[config.mk]
export PLATFORM = sky130hd
export DESIGN_NAME = pin_bank_ctrl
export DESIGN_NICKNAME = d
export VERILOG_FILES = /design/src/rtl/pin_bank_pkg.sv /design/src/rtl/pin_bank_sync.sv /design/src/rtl/pin_bank_detect.sv /design/src/rtl/pin_bank_irq_line.sv /design/src/rtl/pin_bank_ctrl.sv
export SDC_FILE = /design/constraint.sdc
export NUM_CORES = 1
export LEC_CHECK = 0
export ABC_AREA = 1
export CAP_MARGIN = 25
export CORE_ASPECT_RATIO = 1.4
export CORE_MARGIN = 5
export CORE_UTILIZATION = 25
export DETAILED_ROUTE_END_ITERATION = 8
export DONT_BUFFER_PORTS = 1
export HOLD_SLACK_MARGIN = 0.08
export PLACE_DENSITY = 0.48
export SETUP_SLACK_MARGIN = 0.2
export SYNTH_ARGS = -nofsm -noshare
export SYNTH_HDL_FRONTEND = slang
export SYNTH_HIERARCHICAL = 1
export SYNTH_SLANG_ARGS = --single-unit
[constraint.sdc]
create_clock -name clk -period 2.47 [get_ports clk]
set_input_delay 0.3705 -clock clk [delete_from_list [all_inputs] [get_ports clk]]
set_output_delay 0.3705 -clock clk [all_outputs]
set_load 0.005 [all_outputs]
[src/rtl/pin_bank_pkg.sv]
package pin_bank_pkg;

    parameter int NPIN        = 32;
    parameter int ADDR_W      = 7;
    parameter int NLINE       = 2;
    parameter int SYNC_STAGES = 2;

    localparam logic [31:0] REV_VALUE = 32'h5060_0801;

    typedef logic [NPIN-1:0] pinvec_t;

    // Enables of the four detector kinds, one bit per pin
    typedef struct packed {
        pinvec_t lvl_lo;
        pinvec_t lvl_hi;
        pinvec_t rise;
        pinvec_t fall;
    } detect_cfg_t;

    // Synchronized sample and the sample one cycle older
    typedef struct packed {
        pinvec_t cur;
        pinvec_t prev;
    } sample_t;

    typedef enum logic [3:0] {
        RG_NONE, RG_REV, RG_OE, RG_DIN, RG_DOUT,
        RG_LLO, RG_LHI, RG_RISE, RG_FALL, RG_DCLR, RG_DSET
    } bank_reg_e;

    // Byte offset to word address
    function automatic logic [ADDR_W-1:0] wa(input int unsigned off);
        return ADDR_W'(off >> 2);
    endfunction

    localparam logic [ADDR_W-1:0] A_REV   = wa(32'h000);
    localparam logic [ADDR_W-1:0] A_RAW0  = wa(32'h024);
    localparam logic [ADDR_W-1:0] A_STS0  = wa(32'h02C);
    localparam logic [ADDR_W-1:0] A_ESET0 = wa(32'h034);
    localparam logic [ADDR_W-1:0] A_ECLR0 = wa(32'h03C);
    localparam logic [ADDR_W-1:0] A_OE    = wa(32'h134);
    localparam logic [ADDR_W-1:0] A_DIN   = wa(32'h138);
    localparam logic [ADDR_W-1:0] A_DOUT  = wa(32'h13C);
    localparam logic [ADDR_W-1:0] A_LLO   = wa(32'h140);
    localparam logic [ADDR_W-1:0] A_LHI   = wa(32'h144);
    localparam logic [ADDR_W-1:0] A_RISE  = wa(32'h148);
    localparam logic [ADDR_W-1:0] A_FALL  = wa(32'h14C);
    localparam logic [ADDR_W-1:0] A_DCLR  = wa(32'h190);
    localparam logic [ADDR_W-1:0] A_DSET  = wa(32'h194);

    function automatic bank_reg_e decode(input logic [ADDR_W-1:0] a);
        case (a)
            A_REV:   return RG_REV;
            A_OE:    return RG_OE;
            A_DIN:   return RG_DIN;
            A_DOUT:  return RG_DOUT;
            A_LLO:   return RG_LLO;
            A_LHI:   return RG_LHI;
            A_RISE:  return RG_RISE;
            A_FALL:  return RG_FALL;
            A_DCLR:  return RG_DCLR;
            A_DSET:  return RG_DSET;
            default: return RG_NONE;
        endcase
    endfunction

endpackage

[src/rtl/pin_bank_sync.sv]
module pin_bank_sync
    import pin_bank_pkg::*;
(
    input  logic    clk,
    input  logic    rst,
    input  pinvec_t din,
    output sample_t smp
);

    pinvec_t stg [SYNC_STAGES];
    pinvec_t prev_q;

    always_ff @(posedge clk) begin
        if (rst) begin
            for (int i = 0; i < SYNC_STAGES; i++) stg[i] <= '0;
            prev_q <= '0;
        end else begin
            stg[0] <= din;
            for (int i = 1; i < SYNC_STAGES; i++) stg[i] <= stg[i-1];
            prev_q <= stg[SYNC_STAGES-1];
        end
    end

    assign smp.cur  = stg[SYNC_STAGES-1];
    assign smp.prev = prev_q;

    // the older sample is the synchronized sample of the cycle before
    assert_prev_tracks_R5: assert property (@(posedge clk) disable iff (rst)
        1'b1 |=> (smp.prev == $past(smp.cur)));

endmodule

[src/rtl/pin_bank_detect.sv]
module pin_bank_detect
    import pin_bank_pkg::*;
(
    input  detect_cfg_t cfg,
    input  sample_t     smp,
    output pinvec_t     evt
);

    pinvec_t rise_hit, fall_hit, lo_hit, hi_hit;

    always_comb begin
        lo_hit   = cfg.lvl_lo & ~smp.cur;
        hi_hit   = cfg.lvl_hi &  smp.cur;
        rise_hit = cfg.rise   &  smp.cur & ~smp.prev;
        fall_hit = cfg.fall   & ~smp.cur &  smp.prev;
        evt      = lo_hit | hi_hit | rise_hit | fall_hit;
    end

endmodule

[src/rtl/pin_bank_irq_line.sv]
module pin_bank_irq_line
    import pin_bank_pkg::*;
#(
    parameter int LINE = 0
)(
    input  logic              clk,
    input  logic              rst,
    input  logic [ADDR_W-1:0] addr,
    input  logic              wr,
    input  pinvec_t           wdata,
    input  pinvec_t           evt,
    output logic              rd_hit,
    output pinvec_t           rd_val,
    output logic              irq
);

    localparam logic [ADDR_W-1:0] A_RAW = ADDR_W'(int'(A_RAW0)  + LINE);
    localparam logic [ADDR_W-1:0] A_STS = ADDR_W'(int'(A_STS0)  + LINE);
    localparam logic [ADDR_W-1:0] A_ES  = ADDR_W'(int'(A_ESET0) + LINE);
    localparam logic [ADDR_W-1:0] A_EC  = ADDR_W'(int'(A_ECLR0) + LINE);

    pinvec_t raw_q, en_q, masked;
    pinvec_t clr_w, en_set, en_clr;

    assign clr_w  = (wr && addr == A_STS) ? wdata : '0;
    assign en_set = (wr && addr == A_ES)  ? wdata : '0;
    assign en_clr = (wr && addr == A_EC)  ? wdata : '0;

    always_ff @(posedge clk) begin
        if (rst) begin
            raw_q <= '0;
            en_q  <= '0;
        end else begin
            raw_q <= (raw_q & ~clr_w) | evt;   // event wins over clear
            en_q  <= (en_q & ~en_clr) | en_set;
        end
    end

    assign masked = raw_q & en_q;
    assign irq    = |masked;

    always_comb begin
        rd_hit = 1'b1;
        case (addr)
            A_RAW:      rd_val = raw_q;
            A_STS:      rd_val = masked;
            A_ES, A_EC: rd_val = en_q;
            default: begin
                rd_hit = 1'b0;
                rd_val = '0;
            end
        endcase
    end

    // a cleared bit with no event in that cycle is low afterwards
    assert_w1c_R7: assert property (@(posedge clk) disable iff (rst)
        1'b1 |=> ((raw_q & $past(clr_w & ~evt)) == '0));

    // an event always leaves its pending bit set
    assert_event_sets_R8: assert property (@(posedge clk) disable iff (rst)
        1'b1 |=> ((raw_q & $past(evt)) == $past(evt)));

    // enable-set bits take effect on the next cycle
    assert_en_set_R9: assert property (@(posedge clk) disable iff (rst)
        1'b1 |=> ((en_q & $past(en_set)) == $past(en_set)));

    // line interrupt follows pending and enabled bits
    assert_irq_quiet_R6: assert property (@(posedge clk) disable iff (rst)
        (en_q == '0) |-> !irq);

endmodule

[src/rtl/pin_bank_ctrl.sv]
module pin_bank_ctrl
    import pin_bank_pkg::*;
(
    input  logic              clk,
    input  logic              rst,
    input  logic [ADDR_W-1:0] bus_addr,
    input  logic              bus_wr,
    input  logic [31:0]       bus_wdata,
    output logic [31:0]       bus_rdata,
    input  logic [NPIN-1:0]   pad_in,
    output logic [NPIN-1:0]   pad_out,
    output logic [NPIN-1:0]   pad_oe_n,
    output logic [NLINE-1:0]  irq_o
);

    bank_reg_e   sel;
    pinvec_t     oe_q, dout_q, evt, wd;
    detect_cfg_t cfg_q;
    sample_t     smp;

    logic    line_hit [NLINE];
    pinvec_t line_val [NLINE];

    assign sel = decode(bus_addr);
    assign wd  = bus_wdata[NPIN-1:0];

    always_ff @(posedge clk) begin
        if (rst) begin
            oe_q   <= '1;
            dout_q <= '0;
            cfg_q  <= '0;
        end else if (bus_wr) begin
            case (sel)
                RG_OE:   oe_q        <= wd;
                RG_DOUT: dout_q      <= wd;
                RG_DSET: dout_q      <= dout_q | wd;
                RG_DCLR: dout_q      <= dout_q & ~wd;
                RG_LLO:  cfg_q.lvl_lo <= wd;
                RG_LHI:  cfg_q.lvl_hi <= wd;
                RG_RISE: cfg_q.rise  <= wd;
                RG_FALL: cfg_q.fall  <= wd;
                default: ;
            endcase
        end
    end

    pin_bank_sync u_sync (
        .clk (clk),
        .rst (rst),
        .din (pad_in),
        .smp (smp)
    );

    pin_bank_detect u_detect (
        .cfg (cfg_q),
        .smp (smp),
        .evt (evt)
    );

    for (genvar n = 0; n < NLINE; n++) begin : g_line
        pin_bank_irq_line #(.LINE(n)) u_line (
            .clk    (clk),
            .rst    (rst),
            .addr   (bus_addr),
            .wr     (bus_wr),
            .wdata  (wd),
            .evt    (evt),
            .rd_hit (line_hit[n]),
            .rd_val (line_val[n]),
            .irq    (irq_o[n])
        );
    end

    always_comb begin
        bus_rdata = '0;
        case (sel)
            RG_REV:  bus_rdata = REV_VALUE;
            RG_OE:   bus_rdata = 32'(oe_q);
            RG_DIN:  bus_rdata = 32'(smp.cur);
            RG_DOUT: bus_rdata = 32'(dout_q);
            RG_LLO:  bus_rdata = 32'(cfg_q.lvl_lo);
            RG_LHI:  bus_rdata = 32'(cfg_q.lvl_hi);
            RG_RISE: bus_rdata = 32'(cfg_q.rise);
            RG_FALL: bus_rdata = 32'(cfg_q.fall);
            default: begin
                for (int n = 0; n < NLINE; n++)
                    if (line_hit[n]) bus_rdata = bus_rdata | 32'(line_val[n]);
            end
        endcase
    end

    assign pad_out  = dout_q;
    assign pad_oe_n = oe_q;

    // set alias raises the written bits
    assert_dout_set_R3: assert property (@(posedge clk) disable iff (rst)
        (bus_wr && sel == RG_DSET) |=> ((pad_out & $past(wd)) == $past(wd)));

    // clear alias drops the written bits and keeps the others
    assert_dout_clr_R3: assert property (@(posedge clk) disable iff (rst)
        (bus_wr && sel == RG_DCLR) |=> (pad_out == ($past(pad_out) & ~$past(wd))));

    // direction changes only through its own register
    assert_oe_stable_R2: assert property (@(posedge clk) disable iff (rst)
        !(bus_wr && sel == RG_OE) |=> $stable(pad_oe_n));

endmodule

==> impl_metrics.toml <==
[worst_setup_path]
startpoint_type = "flip-flop"
crit_start = "g_line[0].u_line/raw_q[26]"
reg2reg_from = "u_sync/stg[0][40]"
worst_ep_required_time_ns = 2.10
r2r-end = "g_line[1].u_line/raw_q[8]"
crit_arrival_ns = 1.84
end_kind = "output pin"
worst-setup-path-type = "reg -> out"
ff2ff_setup_slack_ns = 0.83
worstPathMaxFanout = 3
r2r_cells = 8
endpoint = "bus_rdata[26]"

[finish]
utilization = 0.309
area_delta_synth_final_pct = 22.8
nets = 3401
layout-drive-gt1-share = 0.0753

[synth]
yosysUniqueCellTypes = 30
postSynthAreaPerCell_um2 = 6.60
synth_top_cell_by_area = "dfxtp_1"
ys_seq_area_frac = 0.392
ys_warn_count = 6
synthTopCellsByCount = "938 x nand2_1, 416 x dfxtp_1, 351 x inv_1"
synth_edf_count = 0
synth_most_common_cell = "nand2_1"
synth_top_area_share = 0.392
ys_ff_latch = 416
synth_area_um2 = 21200
ys.flop_type = "dfxtp_1"
netlist_instances = 3221
synth_area_leaders = "dfxtp_1 39%, nand2_1 17%, nand3_1 7.1%"
synthArstFlopShare = 0
postSynthNetCount = 3295

[timing]
setup-tns-final_ns = 0
worstMarginPinSlew_ns = 0.669
timing.final.ws_setup_ns = 0.263
slew_headroom = 0.554
finalHoldViolCount = 0
fmax_mhz = 453
setup-violations-final = 0
fin_skew_ns = 0.0151
fin_crit_sh = 0.894
slew_violations = 0
rsz0062_at_grt = "true"
period_needed_ns = 2.21

[min_path]
hold_depth = 3
min_path_type = "in -> reg"

[pwr]
p_leak_nw = 11.2
power_switching_share = 0.253
clockPowerShare = 0.460
p_switching_mw = 3.72
pwr-share-seq = 0.474
pwr-share-comb = 0.067
vdd_drop_max_mv = 0.416
internal_power_mw = 11.0
power_mw = 14.7
power_density_nw_per_um2 = 563

[clock_tree]
htreeDepth = 2
cts_num_sinks = 416
clockRootBuffer = "clkbuf_16"
cts_made_buffers = 44
clkTransAtPathRegs_ns = 0.07
cts_tree = "done"
clock_latency_ns = 0.58
clockBufferDepth = 3

[routing]
ant_nets = 0
routedWlPerCell_um = 21.1
vias_per_cell = 4.91
drt_wl_total_um = 93900
drtPass1Iterations = 5
drcViolationCount = 0
num_vias = 21800
drt-initial-drc-count = 1875

[placement]
numPortBuffers = 0
hpwl_um = 58300
gp_congestion = 0.840
place_ws_ns = 0.166

[floorplan]
placementRows = 126
die-area_um2 = 91000
die_w_um = 256
coreArea_um2 = 84300
die-height_um = 355
start_util = 0.252
ios = 172

[global_routing]
grt.total_usage = 0.196
grt_max_degree = 228
antenna_found_initial = 4
grt_pass1_vias = 20200
grt_pass1_wl_um = 137000
grt-ovfl-total = 0

[job]
maxCapViolations = 0

[outcome]
status = "finished, final reports clean"
worst min path at each step:
stage	from	to	slack [ns]
3_3_place_gp	u_sync/stg[0][19]	u_sync/stg[0][51]	0.39
5_1_grt	bus_wr	pad_out[25]	0.1
6_report	bus_wr	pad_out[29]	0.16
2_1_floorplan	u_sync/stg[0][0]	u_sync/stg[0][32]	0.39
3_5_place_dp	u_sync/stg[0][17]	u_sync/stg[0][49]	0.39
4_1_cts	bus_wr	pad_out[1]	0.08
worst max-delay path: stages, from the launching register on:
cell	delay [ns]
dfxtp_1	0.40
nand2_2	0.13
o211ai_1	0.19
a22o_1	0.16
nand3_1	0.20
nand3_2	0.17
logic make-up after synthesis:
group,share of synthesized area
AOI/OAI and AO/OA,0.122
and+or+nand+nor,0.362
DFF,0.392
buffers and inverters,0.124
layout by cell type (no fill, tap or decap), drive strengths merged:
cell         instances
nand3              304
nand2              947
bufinv               2
o211ai              57
o21ai              104
dfxtp              416
nand4              177
nor3                 6
clkinvlp             4
clkinv              10
a22o                32
and3                 1
clkbuf              65
dlygate4sd3        218
inv                361
buf                 80
diode                3
nor2               302
nand3b               4
a21oi              271
layout make-up:
| type | instances | area, µm² |
|---|---|---|
| Fill cell | 9109 | 58200 |
| Tap cell | 1088 | 1360 |
| Clock inverter | 16 | 153 |
| Inverter | 361 | 1360 |
| Antenna cell | 3 | 7.51 |
| Sequential cell | 416 | 8330 |
| Timing Repair Buffer | 299 | 3230 |
| Multi-Input combinational cell | 2205 | 10400 |
| Clock buffer | 64 | 1260 |
power groups by stage:
stage	clock network [mW]	logic, mW	registers, mW
floorplan	0	0.596	7.06
global placement	0	0.665	7.11
detailed placement	0	0.667	7.11
CTS	6.92	0.961	6.96
global route	7.15	1.05	6.97
finish	6.75	0.977	6.96
layer usage:
layer / GRT usage / wire length [µm] / up-vias
li1: - / - / 10600
met1: 0.250 / 39100 / 10300
met4: 0.0738 / 3690 / 2
met5: 0 / 17 / -
met2: 0.325 / 43700 / 805
met3: 0.0426 / 7400 / 175
metrics by stage:
step           cell area [µm²]  cells  hold slack [ns]
2_1_floorplan            21200   3221            0.388
3_3_place_gp             22300   4145            0.390
3_5_place_dp             22300   4145            0.393
4_1_cts                  26000   4443           0.0829
5_1_grt                  26100   4449           0.0982
6_report                 26100   4452            0.159
registers in the layout, indices dropped and copies added (netlist names):
register             cells
cfg_q                  128
g_line.u_line/en_q      64
g_line.u_line/raw_q     64
u_sync/stg              64
pad_oe_n                32
pad_out                 32
u_sync/prev_q           32
timing repair:
action	CTS	global route
endpoints found under the setup margin	6	19
cloned	0	1
pin swaps	1	2
buffers inserted	0	4
hold endpoints to repair	415	1
hold buffers	218	1
gates resized for setup	7	12
Power figures use the tool's default switching activity.
